File: src/rtl/pvr_pkg.sv
package pvr_pkg;
  localparam int unsigned OFF_HOST_FEAT  = 0;
  localparam int unsigned OFF_GUEST_FEAT = 4;
  localparam int unsigned OFF_PFN        = 8;
  localparam int unsigned OFF_QSIZE      = 12;
  localparam int unsigned OFF_QSEL       = 14;
  localparam int unsigned OFF_NOTIFY     = 16;
  localparam int unsigned OFF_STATUS     = 18;
  localparam int unsigned OFF_ISR        = 19;
  localparam int unsigned OFF_CFG_VEC    = 20;
  localparam int unsigned OFF_Q_VEC      = 22;
  localparam int unsigned HDR_LEGACY     = 20;
  localparam int unsigned HDR_MSG        = 24;
  localparam int unsigned PAGE_SHIFT     = 12;
  localparam int unsigned BAD_FEAT_BIT   = 30;
  localparam logic [15:0] NO_VEC         = 16'hFFFF;
  localparam logic [31:0] FIXED_FEAT     = 32'h5100_0000; // bits 24, 28, 30

  typedef enum logic [3:0] {
    RG_NONE, RG_HOST_FEAT, RG_GUEST_FEAT, RG_PFN, RG_QSIZE, RG_QSEL,
    RG_NOTIFY, RG_STATUS, RG_ISR, RG_CFG_VEC, RG_Q_VEC, RG_DEV
  } reg_e;
endpackage

File: src/rtl/pvr_decode.sv
module pvr_decode
  import pvr_pkg::*;
#(
  parameter int AW = 8
) (
  input  logic [AW-1:0] addr_i,
  input  logic          msix_en_i,
  output reg_e          reg_o,
  output logic [AW-1:0] dev_addr_o
);
  localparam logic [AW-1:0] HdrS = AW'(HDR_LEGACY);
  localparam logic [AW-1:0] HdrL = AW'(HDR_MSG);

  logic [AW-1:0] hdr_len;

  always_comb begin
    hdr_len    = msix_en_i ? HdrL : HdrS;
    dev_addr_o = addr_i - hdr_len;
    reg_o      = RG_NONE;
    if (addr_i >= hdr_len) begin
      reg_o = RG_DEV;
    end else begin
      case (addr_i)
        AW'(OFF_HOST_FEAT):  reg_o = RG_HOST_FEAT;
        AW'(OFF_GUEST_FEAT): reg_o = RG_GUEST_FEAT;
        AW'(OFF_PFN):        reg_o = RG_PFN;
        AW'(OFF_QSIZE):      reg_o = RG_QSIZE;
        AW'(OFF_QSEL):       reg_o = RG_QSEL;
        AW'(OFF_NOTIFY):     reg_o = RG_NOTIFY;
        AW'(OFF_STATUS):     reg_o = RG_STATUS;
        AW'(OFF_ISR):        reg_o = RG_ISR;
        AW'(OFF_CFG_VEC):    reg_o = RG_CFG_VEC;
        AW'(OFF_Q_VEC):      reg_o = RG_Q_VEC;
        default:             reg_o = RG_NONE;
      endcase
    end
  end
endmodule

File: src/rtl/pvr_queue_tbl.sv
module pvr_queue_tbl
  import pvr_pkg::*;
#(
  parameter int NQ   = 4,
  parameter int NV   = 8,
  parameter int SELW = 2
) (
  input  logic            clk_i,
  input  logic            rst_ni,
  input  logic            clr_i,
  input  logic [SELW-1:0] sel_i,
  input  logic            pfn_we_i,
  input  logic [31:0]     pfn_i,
  input  logic            vec_we_i,
  input  logic [15:0]     vec_i,
  input  logic [SELW-1:0] evt_idx_i,
  output logic [31:0]     sel_pfn_o,
  output logic [15:0]     sel_vec_o,
  output logic [15:0]     evt_vec_o
);
  logic [NQ-1:0][31:0] pfn_all;
  logic [NQ-1:0][15:0] vec_all;

  for (genvar q = 0; q < NQ; q++) begin : g_q
    logic [31:0] pfn_r;
    logic [15:0] vec_r;
    logic        hit;
    assign hit = (sel_i == SELW'(q));
    always_ff @(posedge clk_i or negedge rst_ni) begin
      if (!rst_ni) begin
        pfn_r <= '0;
        vec_r <= NO_VEC;
      end else if (clr_i) begin
        pfn_r <= '0;
        vec_r <= NO_VEC;
      end else begin
        if (pfn_we_i && hit) pfn_r <= pfn_i;
        if (vec_we_i && hit) vec_r <= vec_i;
      end
    end
    assign pfn_all[q] = pfn_r;
    assign vec_all[q] = vec_r;
  end

  assign sel_pfn_o = pfn_all[sel_i];
  assign sel_vec_o = vec_all[sel_i];
  assign evt_vec_o = (32'(evt_idx_i) < NQ) ? vec_all[evt_idx_i] : NO_VEC;

  p_vec_range_r9: assert property (@(posedge clk_i) disable iff (!rst_ni)
    (sel_vec_o == NO_VEC) || (32'(sel_vec_o) < NV));
endmodule

File: src/rtl/pvr_irq.sv
module pvr_irq
  import pvr_pkg::*;
#(
  parameter int NV = 8
) (
  input  logic        clk_i,
  input  logic        rst_ni,
  input  logic        clr_i,
  input  logic        msix_en_i,
  input  logic        evt_queue_i,
  input  logic        evt_cfg_i,
  input  logic [15:0] qvec_i,
  input  logic [15:0] cfgvec_i,
  input  logic        isr_rd_i,
  output logic [7:0]  isr_o,
  output logic        irq_o,
  output logic        msg_valid_o,
  output logic [15:0] msg_vector_o
);
  logic [7:0]  isr_q;
  logic [7:0]  isr_set;
  logic        msg_q;
  logic [15:0] vec_q;

  assign isr_set = {6'b0, evt_cfg_i, evt_queue_i | evt_cfg_i};

  always_ff @(posedge clk_i or negedge rst_ni) begin
    if (!rst_ni) begin
      isr_q <= '0;
      msg_q <= 1'b0;
      vec_q <= NO_VEC;
    end else begin
      // an event arriving with the read-clear survives it
      if (clr_i) isr_q <= '0;
      else       isr_q <= (isr_rd_i ? 8'h00 : isr_q) | isr_set;
      msg_q <= 1'b0;
      if (msix_en_i && evt_queue_i) begin
        msg_q <= (qvec_i != NO_VEC);
        vec_q <= qvec_i;
      end else if (msix_en_i && evt_cfg_i) begin
        msg_q <= (cfgvec_i != NO_VEC);
        vec_q <= cfgvec_i;
      end
    end
  end

  assign isr_o        = isr_q;
  assign irq_o        = !msix_en_i && isr_q[0];
  assign msg_valid_o  = msg_q;
  assign msg_vector_o = vec_q;

  p_isr_clear_r7: assert property (@(posedge clk_i) disable iff (!rst_ni)
    (isr_rd_i && !evt_queue_i && !evt_cfg_i) |=> (isr_o == 8'h00));
  p_irq_level_r8: assert property (@(posedge clk_i) disable iff (!rst_ni)
    (evt_queue_i && !clr_i && !msix_en_i) |=> (irq_o || msix_en_i));
  p_msg_range_r10: assert property (@(posedge clk_i) disable iff (!rst_ni)
    msg_valid_o |-> (32'(msg_vector_o) < NV));
endmodule

File: src/rtl/pvr_front.sv
module pvr_front
  import pvr_pkg::*;
#(
  parameter int          AW         = 8,
  parameter int          NQ         = 4,
  parameter int          NV         = 8,
  parameter int          QUEUE_SIZE = 256,
  parameter logic [31:0] HOST_FEAT  = 32'h0000_0021,
  localparam int         SELW       = (NQ > 1) ? $clog2(NQ) : 1,
  localparam int         QBW        = 32 + PAGE_SHIFT
) (
  input  logic            clk_i,
  input  logic            rst_ni,
  input  logic            msix_en_i,
  input  logic            req_i,
  input  logic            we_i,
  input  logic [1:0]      size_i,
  input  logic [AW-1:0]   addr_i,
  input  logic [31:0]     wdata_i,
  output logic [31:0]     rdata_o,
  output logic            dcfg_req_o,
  output logic            dcfg_we_o,
  output logic [1:0]      dcfg_size_o,
  output logic [AW-1:0]   dcfg_addr_o,
  output logic [31:0]     dcfg_wdata_o,
  input  logic [31:0]     dcfg_rdata_i,
  input  logic            evt_queue_i,
  input  logic [SELW-1:0] evt_qidx_i,
  input  logic            evt_cfg_i,
  output logic            notify_o,
  output logic [15:0]     notify_qidx_o,
  output logic            irq_o,
  output logic            msg_valid_o,
  output logic [15:0]     msg_vector_o,
  output logic            dev_reset_o,
  output logic [31:0]     guest_feat_o,
  output logic [7:0]      status_o,
  output logic [QBW-1:0]  sel_qbase_o
);
  reg_e            rsel;
  logic [AW-1:0]   dev_addr;
  logic            wr, rd, soft_rst;
  logic [15:0]     vec_val;
  logic [31:0]     guest_feat_q;
  logic [7:0]      status_q;
  logic [SELW-1:0] sel_q;
  logic [15:0]     cfg_vec_q;
  logic            notify_q, rst_pulse_q;
  logic [15:0]     notify_idx_q;
  logic [31:0]     sel_pfn;
  logic [15:0]     sel_vec, evt_vec;
  logic [7:0]      isr;

  pvr_decode #(.AW(AW)) u_dec (
    .addr_i(addr_i), .msix_en_i(msix_en_i), .reg_o(rsel), .dev_addr_o(dev_addr)
  );

  assign wr       = req_i && we_i;
  assign rd       = req_i && !we_i;
  assign soft_rst = wr && (((rsel == RG_PFN) && (wdata_i == 32'h0)) ||
                           ((rsel == RG_STATUS) && (wdata_i[7:0] == 8'h00)));
  assign vec_val  = (32'(wdata_i[15:0]) < NV) ? wdata_i[15:0] : NO_VEC;

  always_ff @(posedge clk_i or negedge rst_ni) begin
    if (!rst_ni) begin
      guest_feat_q <= '0;
      status_q     <= '0;
      sel_q        <= '0;
      cfg_vec_q    <= NO_VEC;
      notify_q     <= 1'b0;
      notify_idx_q <= '0;
      rst_pulse_q  <= 1'b0;
    end else begin
      notify_q    <= wr && (rsel == RG_NOTIFY);
      rst_pulse_q <= soft_rst;
      if (wr && (rsel == RG_NOTIFY)) notify_idx_q <= wdata_i[15:0];
      if (soft_rst) begin
        guest_feat_q <= '0;
        status_q     <= '0;
        sel_q        <= '0;
        cfg_vec_q    <= NO_VEC;
      end else if (wr) begin
        case (rsel)
          RG_GUEST_FEAT: guest_feat_q <= wdata_i[BAD_FEAT_BIT] ? 32'h0 : wdata_i;
          RG_QSEL:       if (32'(wdata_i[15:0]) < NQ) sel_q <= wdata_i[SELW-1:0];
          RG_STATUS:     status_q <= wdata_i[7:0];
          RG_CFG_VEC:    cfg_vec_q <= vec_val;
          default: ;
        endcase
      end
    end
  end

  pvr_queue_tbl #(.NQ(NQ), .NV(NV), .SELW(SELW)) u_qtbl (
    .clk_i(clk_i), .rst_ni(rst_ni), .clr_i(soft_rst), .sel_i(sel_q),
    .pfn_we_i(wr && (rsel == RG_PFN) && !soft_rst), .pfn_i(wdata_i),
    .vec_we_i(wr && (rsel == RG_Q_VEC)), .vec_i(vec_val),
    .evt_idx_i(evt_qidx_i), .sel_pfn_o(sel_pfn), .sel_vec_o(sel_vec),
    .evt_vec_o(evt_vec)
  );

  pvr_irq #(.NV(NV)) u_irq (
    .clk_i(clk_i), .rst_ni(rst_ni), .clr_i(soft_rst), .msix_en_i(msix_en_i),
    .evt_queue_i(evt_queue_i), .evt_cfg_i(evt_cfg_i), .qvec_i(evt_vec),
    .cfgvec_i(cfg_vec_q), .isr_rd_i(rd && (rsel == RG_ISR)), .isr_o(isr),
    .irq_o(irq_o), .msg_valid_o(msg_valid_o), .msg_vector_o(msg_vector_o)
  );

  always_comb begin
    case (rsel)
      RG_HOST_FEAT:  rdata_o = HOST_FEAT | FIXED_FEAT;
      RG_GUEST_FEAT: rdata_o = guest_feat_q;
      RG_PFN:        rdata_o = sel_pfn;
      RG_QSIZE:      rdata_o = 32'(16'(QUEUE_SIZE));
      RG_QSEL:       rdata_o = 32'(sel_q);
      RG_STATUS:     rdata_o = 32'(status_q);
      RG_ISR:        rdata_o = 32'(isr);
      RG_CFG_VEC:    rdata_o = 32'(cfg_vec_q);
      RG_Q_VEC:      rdata_o = 32'(sel_vec);
      RG_DEV:        rdata_o = dcfg_rdata_i;
      default:       rdata_o = 32'hFFFF_FFFF;
    endcase
  end

  assign dcfg_req_o    = req_i && (rsel == RG_DEV);
  assign dcfg_we_o     = we_i;
  assign dcfg_size_o   = size_i;
  assign dcfg_addr_o   = dev_addr;
  assign dcfg_wdata_o  = wdata_i;
  assign notify_o      = notify_q;
  assign notify_qidx_o = notify_idx_q;
  assign dev_reset_o   = rst_pulse_q;
  assign guest_feat_o  = guest_feat_q;
  assign status_o      = status_q;
  assign sel_qbase_o   = {sel_pfn, {PAGE_SHIFT{1'b0}}};

  p_reset_clears_r6: assert property (@(posedge clk_i) disable iff (!rst_ni)
    dev_reset_o |-> (guest_feat_o == 32'h0 && status_o == 8'h0 && sel_q == '0));
  p_notify_src_r5: assert property (@(posedge clk_i) disable iff (!rst_ni)
    notify_o |-> $past(req_i && we_i && rsel == RG_NOTIFY));
  p_sel_range_r3: assert property (@(posedge clk_i) disable iff (!rst_ni)
    32'(sel_q) < NQ);
  p_dev_fwd_r11: assert property (@(posedge clk_i) disable iff (!rst_ni)
    (req_i && (32'(addr_i) >= (msix_en_i ? HDR_MSG : HDR_LEGACY))) |-> dcfg_req_o);
endmodule

File: config.mk
export PLATFORM = sky130hd
export DESIGN_NAME = pvr_front
export DESIGN_NICKNAME = d
export VERILOG_FILES = /design/src/rtl/pvr_pkg.sv /design/src/rtl/pvr_decode.sv /design/src/rtl/pvr_queue_tbl.sv /design/src/rtl/pvr_irq.sv /design/src/rtl/pvr_front.sv
export SDC_FILE = /design/constraint.sdc
export NUM_CORES = 1
export LEC_CHECK = 0
export BUFFER_PORTS_ARGS = -buffer_cell sky130_fd_sc_hd__buf_4
export CAP_MARGIN = 0
export CORE_AREA = 2 2 159 161
export DETAILED_ROUTE_END_ITERATION = 8
export DIE_AREA = 0 0 161 163
export PLACE_DENSITY = 0.86
export SLEW_MARGIN = 20
export SYNTH_ARGS = -nofsm -noshare
export SYNTH_HDL_FRONTEND = slang
export SYNTH_SLANG_ARGS = --single-unit
File: constraint.sdc
create_clock -name clk_i -period 8.3 [get_ports clk_i]
set_input_delay 1.245 -clock clk_i [delete_from_list [all_inputs] [get_ports clk_i]]
set_output_delay 1.245 -clock clk_i [all_outputs]
set_load 0.005 [all_outputs]
# == Word-level counts from Yosys, hierarchy flattened ==
# Memory sizes are Yosys's and may differ from the RTL's.
# Cells that the tools add are included.
# totals
reg_bits,293
mem_bits_ro,128
mem_count,1
# op_classes
n_addsub,1
order_cmp,5
n_eq_ne,16
mux,47
bitwise_logic,2
reduce_logical,49
# mem_list
memory,depth,word_bits,read_ports,rd_clocked_by_memory_dff,write_ports,line_no,source
(name not given),32,4,1,0,0,pvr_decode.sv:23,case (addr_i)
# op_table
operator,count
two-way mux 32 bit,13
case mux 32 bit (10 select lines),1
two-way mux 16 bit,16
binary-select mux 16 bit (select 2 bit),2
binary-select mux 32 bit (select 2 bit),1
two-way mux 8 bit,5
zero test 32 bit,1
!= test 16 bit (second input constant),2
nonzero test 2 bit,15
logical AND 1 bit,22
equality test 4 x 3 -> 1 bit (second input constant),4
equality test 4 bit (second input constant),4
less-than comparator 16 x 3 -> 1 bit (second input constant),1
less-than comparator 16 x 4 -> 1 bit (second input constant),1
two-way mux 4 bit,3
equality test 4 x 2 -> 1 bit (second input constant),2
greater-or-equal comparator 8 bit,1
zero test 8 bit,1
two-way mux 2 bit,4
OR 8 x 2 -> 8 bit,1
subtractor 8 bit,1
less-than comparator 2 x 3 -> 1 bit (second input constant),2
AND reduction 2 bit,3
equality test 2 bit (second input constant),2
9 further kinds,12

# == Longest topological paths before layout ==
# logic_depth
word_depth,12
mapped_depth,13
ltp_nobuf,10

# == Modules after synthesis ==
# A second synthesis with hierarchy kept.
# unflattened
cells_unflattened,1398
hier_area_um2,15941.5
# modules_own_cells
module,instances,cells_per_inst,area_per_inst_um2
pvr_queue_tbl,1,762,9982.1
pvr_front,1,481,4545.6
pvr_irq,1,112,1116.1
pvr_decode,1,43,297.8

# == Least setup slack after synthesis ==
# Ideal clock, no wire load.
# synth_path
kind,input to output
start,in msix_en_i
end,out rdata_o[11]
arrival_ps,3646
t_required_ps,7055
path_slack_ps,3409
cell_stages,12
cell_sequence,inv_1 > clkbuf_1 > ha_1 > fa_1 > nor2b_1 > or3_1 > buf_2 > nor4_2 > buf_2 > buf_1 > a22oi_1 > nand3_1
# synth_via
elab_chain_cells,5
elab_cells_between_ends,14
cone_classes,order compare (1); eq/ne (10); mux (3)
# synth_lines
item,line_no,source
start: declaration,pvr_front.sv:14,"input logic msix_en_i,"
two-way mux 4 bit *,pvr_decode.sv:17,hdr_len = msix_en_i ? HdrL : HdrS;
greater-or-equal comparator 8 bit *,pvr_decode.sv:20,if (addr_i >= hdr_len) begin
two-way mux 4 bit *,pvr_decode.sv:20,
equality test 4 bit (tied with other cells),pvr_front.sv:110,case (rsel)
case mux 32 bit (10 select lines) *,pvr_front.sv:110,
end: declaration,pvr_front.sv:20,"output logic [31:0] rdata_o,"
# Mark *: on every way between the ends. The rest lies on a longest branch, timed or not.

# == Final worst setup path ==
# layout_path
start,in msix_en_i
end,out rdata_o[5]
# The elaborated chain is that of the path after synthesis.

==> results.ini <==
[sta]
layout_setup_ws_ps = 2340
period_share_pct = 71.8
timing.slew.headroom_pct = 26.9
hold_viol_final = 0
maxSlewViolCount = 0
rsz0062_at_grt = false
final.setup_skew_ps = 11.3
tns_ps = 0
worst_slew_pin_slew_ps = 1100
finalCriticalPeriod_ps = 5960
max_freq_mhz = 168
report.final.setup_viol = 0

[synth]
ys_seq_area_share_pct = 49.4
synth_edf_count = 0
synth_commonest_cells = 344 x nand2_1, 190 x dfrtp_1, 97 x a21oi_1
yosysWarnings = 0
postSynthAreaPerCell_um2 = 10.1
synth_area_leader_cell = dfrtp_1
synthArstFlopShare_pct = 100
synth-main-ff-cell = dfrtp_1
ys_top_cells_by_area = dfrtp_1 32%, dfstp_2 17%, mux4_2 9.8%, nand2_1 8.8%, a21oi_1 3.3%
yosysMostFrequentCell = nand2_1
yosysUniqueCellTypes = 60
postSynthCellCount = 1450
synth_top_area_share_pct = 32.3
netlist_area_mm2 = 0.0147
ys_seq_elements = 286

[power_and_ir_drop]
peakVddDrop_uv = 143
p_per_area_mw_per_mm2 = 174
p_leak_uw = 0.00825

[job]
drv_cap = 0

[clock_network]
cts_buffers = 30
insertion_delay_ps = 570
ctsLongestPathBuffers = 3
cts-resized-gates = 0
cts_hold_buffers = 0
cts_root_buf = clkbuf_16
h-tree-depth = 1
cts.clk_slew.worst_paths_ps = 60
clock-sinks = 286
tritoncts = done
postCtsSetupBuffers = 0

[placed_design]
dp_slack_ps = 2310
place_inst = 1907
portBuffers = 261
dp_hpwl_mm = 30.4
place_congestion = 0.974

[floorplan]
core_mm2 = 0.0247
dieArea_mm2 = 0.0262
initial_core_util_pct = 59.6
die_x_um = 161
rows = 58
die_h_um = 163
ios = 279

[grt]
grt_start_max_net_pins = 179
grt-ovfl-total = 0
antenna_found_initial = 1
grt_pass1_vias = 12529
grt_first_pass_wirelength_mm = 71.0
grt_usage_pct = 34.9

[routing]
wl_per_cell_um = 23.6
route.vias.total = 12885
vias_per_cell = 6.57
ant_nets = 0
drt_iter0_markers = 1711
routed_wl_mm = 46.3
drt_pass1_iterations = 9
drc_errors = 0

[worst_setup_path]
worstPathCellList = buf_4 > inv_1 > ha_1 > fa_1 > nor2b_1 > a211o_1 > buf_4 > nor3_2 > a221oi_1 > o211ai_1 > buf_4
critPathLaunch = msix_en_i
slowest_stage = a221oi_1
crit_fanout = 31
regToRegStartpoint = sel_q[0]
cp-end-kind = output port
worstPathRequired_ps = 7050
crit_arrival_ps = 4720
critPathKind = input port to output port
reg2reg_depth = 6
cp.depth = 11
slowest_delay_ps = 670
cp-start-kind = input port
cp_top_family = compound AO/OA/AOI/OAI gates
critical_path_buf_inv_count = 4
path_common_cell = buf_4
r2r-end = u_qtbl.g_q[1].vec_r[1]
crit_path_end = rdata_o[5]
ff2ff_setup_slack_ps = 5360

[finish]
final_util_pct = 70.9
drive_gt1_share_pct = 32.7
synthToLayoutAreaGrowth_pct = 18.9
final_net_count = 1695
n_antenna_cell = 0
stdcell_count = 1961

[run_status]
status = finished, final reports clean

[hold_path]
hold_path_class = register to register
whs_path_depth = 2

## where the power goes
part	total, uW	leakage [uW]	switching, uW	internal, uW
Clock	1360	0.000493	557	800
Sequential	1430	0.00363	11.4	1420
Combinational	257	0.00413	146	111
## layout make-up
type | instances | area, um^2
flip-flops and latches | 286 | 7280
multi-input cells | 988 | 6610
clock buffers | 48 | 940
clock inverters | 6 | 61.3
repair buffers | 275 | 2080
fillers | 1736 | 7180
well taps | 330 | 413
inverters | 28 | 105
## worst reg2reg max path: cells and delay by family, from the launching register on
family | cells | cell delay [ps]
multiplexers | 1 | 340
AND/OR/NAND/NOR | 4 | 1130
buffers and inverters | 1 | 690
flip-flops | 1 | 680
## layer usage
layer	track usage [%]	part of all wire, %
met5	0	0
met4	14.4	4.0
met3	9.68	13
met2	54.9	47
met1	46.5	36
## through the flow
step | hold slack (ps) | cell area (um^2) | total power [uW]
global placement | 471 | 16500 | 1700
floorplan | 453 | 14800 | 1550
detailed placement | 476 | 16500 | 1710
finish | 481 | 17500 | 3040
CTS | 484 | 17500 | 3050
global route | 503 | 17500 | 3130
## kinds of logic (layout without fill, tap and decap cells)
family,Yosys count,after routing,synth area share (%)
AOI/OAI and AO/OA,300,300,12.6
adders and majority gates,4,4,0.374
other,1,13,0.0255
and+or+nand+nor,533,533,16.1
xor gates and xnor gates,8,8,0.476
buffers and inverters,188,357,6.44
DFF,286,286,49.4
muxes,130,130,14.5
## worst min path at each step
stage                       endpoint  slack (ps)                   from
2_1_floorplan           cfg_vec_q[1]         450           cfg_vec_q[1]
3_3_place_gp            cfg_vec_q[5]         470           cfg_vec_q[5]
3_5_place_dp   u_irq.msg_vector_o[6]         480  u_irq.msg_vector_o[6]
4_1_cts        u_irq.msg_vector_o[6]         480  u_irq.msg_vector_o[6]
5_1_grt                 cfg_vec_q[5]         500           cfg_vec_q[5]
6_report       u_irq.msg_vector_o[6]         480  u_irq.msg_vector_o[6]
## flip-flops by register name, summed over array words and instances (netlist names)
register            count
cfg_vec_q              16
dev_reset_o             1
guest_feat_o           31
notify_o                1
notify_qidx_o          16
sel_q                   2
status_o                8
u_irq.isr_o             2
u_irq.msg_valid_o       1
u_irq.msg_vector_o     16
u_qtbl.g_q.pfn_r      128
u_qtbl.g_q.vec_r       64
## layout by cell type (no fill, tap or decap), types with 4 or more instances in the layout
cell type	instances
conb_1	13
a221oi_1	30
nor3_1	7
nand3_1	53
a21oi_1	97
clkbuf_8	10
clkbuf_16	31
and2_1	5
nand4b_1	6
dfstp_2	96
xnor2_1	6
clkbuf_1	7
nor2b_1	11
nor4_1	8
inv_1	27
a22o_1	23
nor2_1	47
nand4_1	16
dfrtp_1	188
buf_4	273
nand2_1	342
mux4_2	64
mux2i_1	42
and3_1	8
mux2_2	24
o21ai_0	94
nor3_4	4
a22oi_1	30
Note: power is estimated with default switching activity, not from simulation.
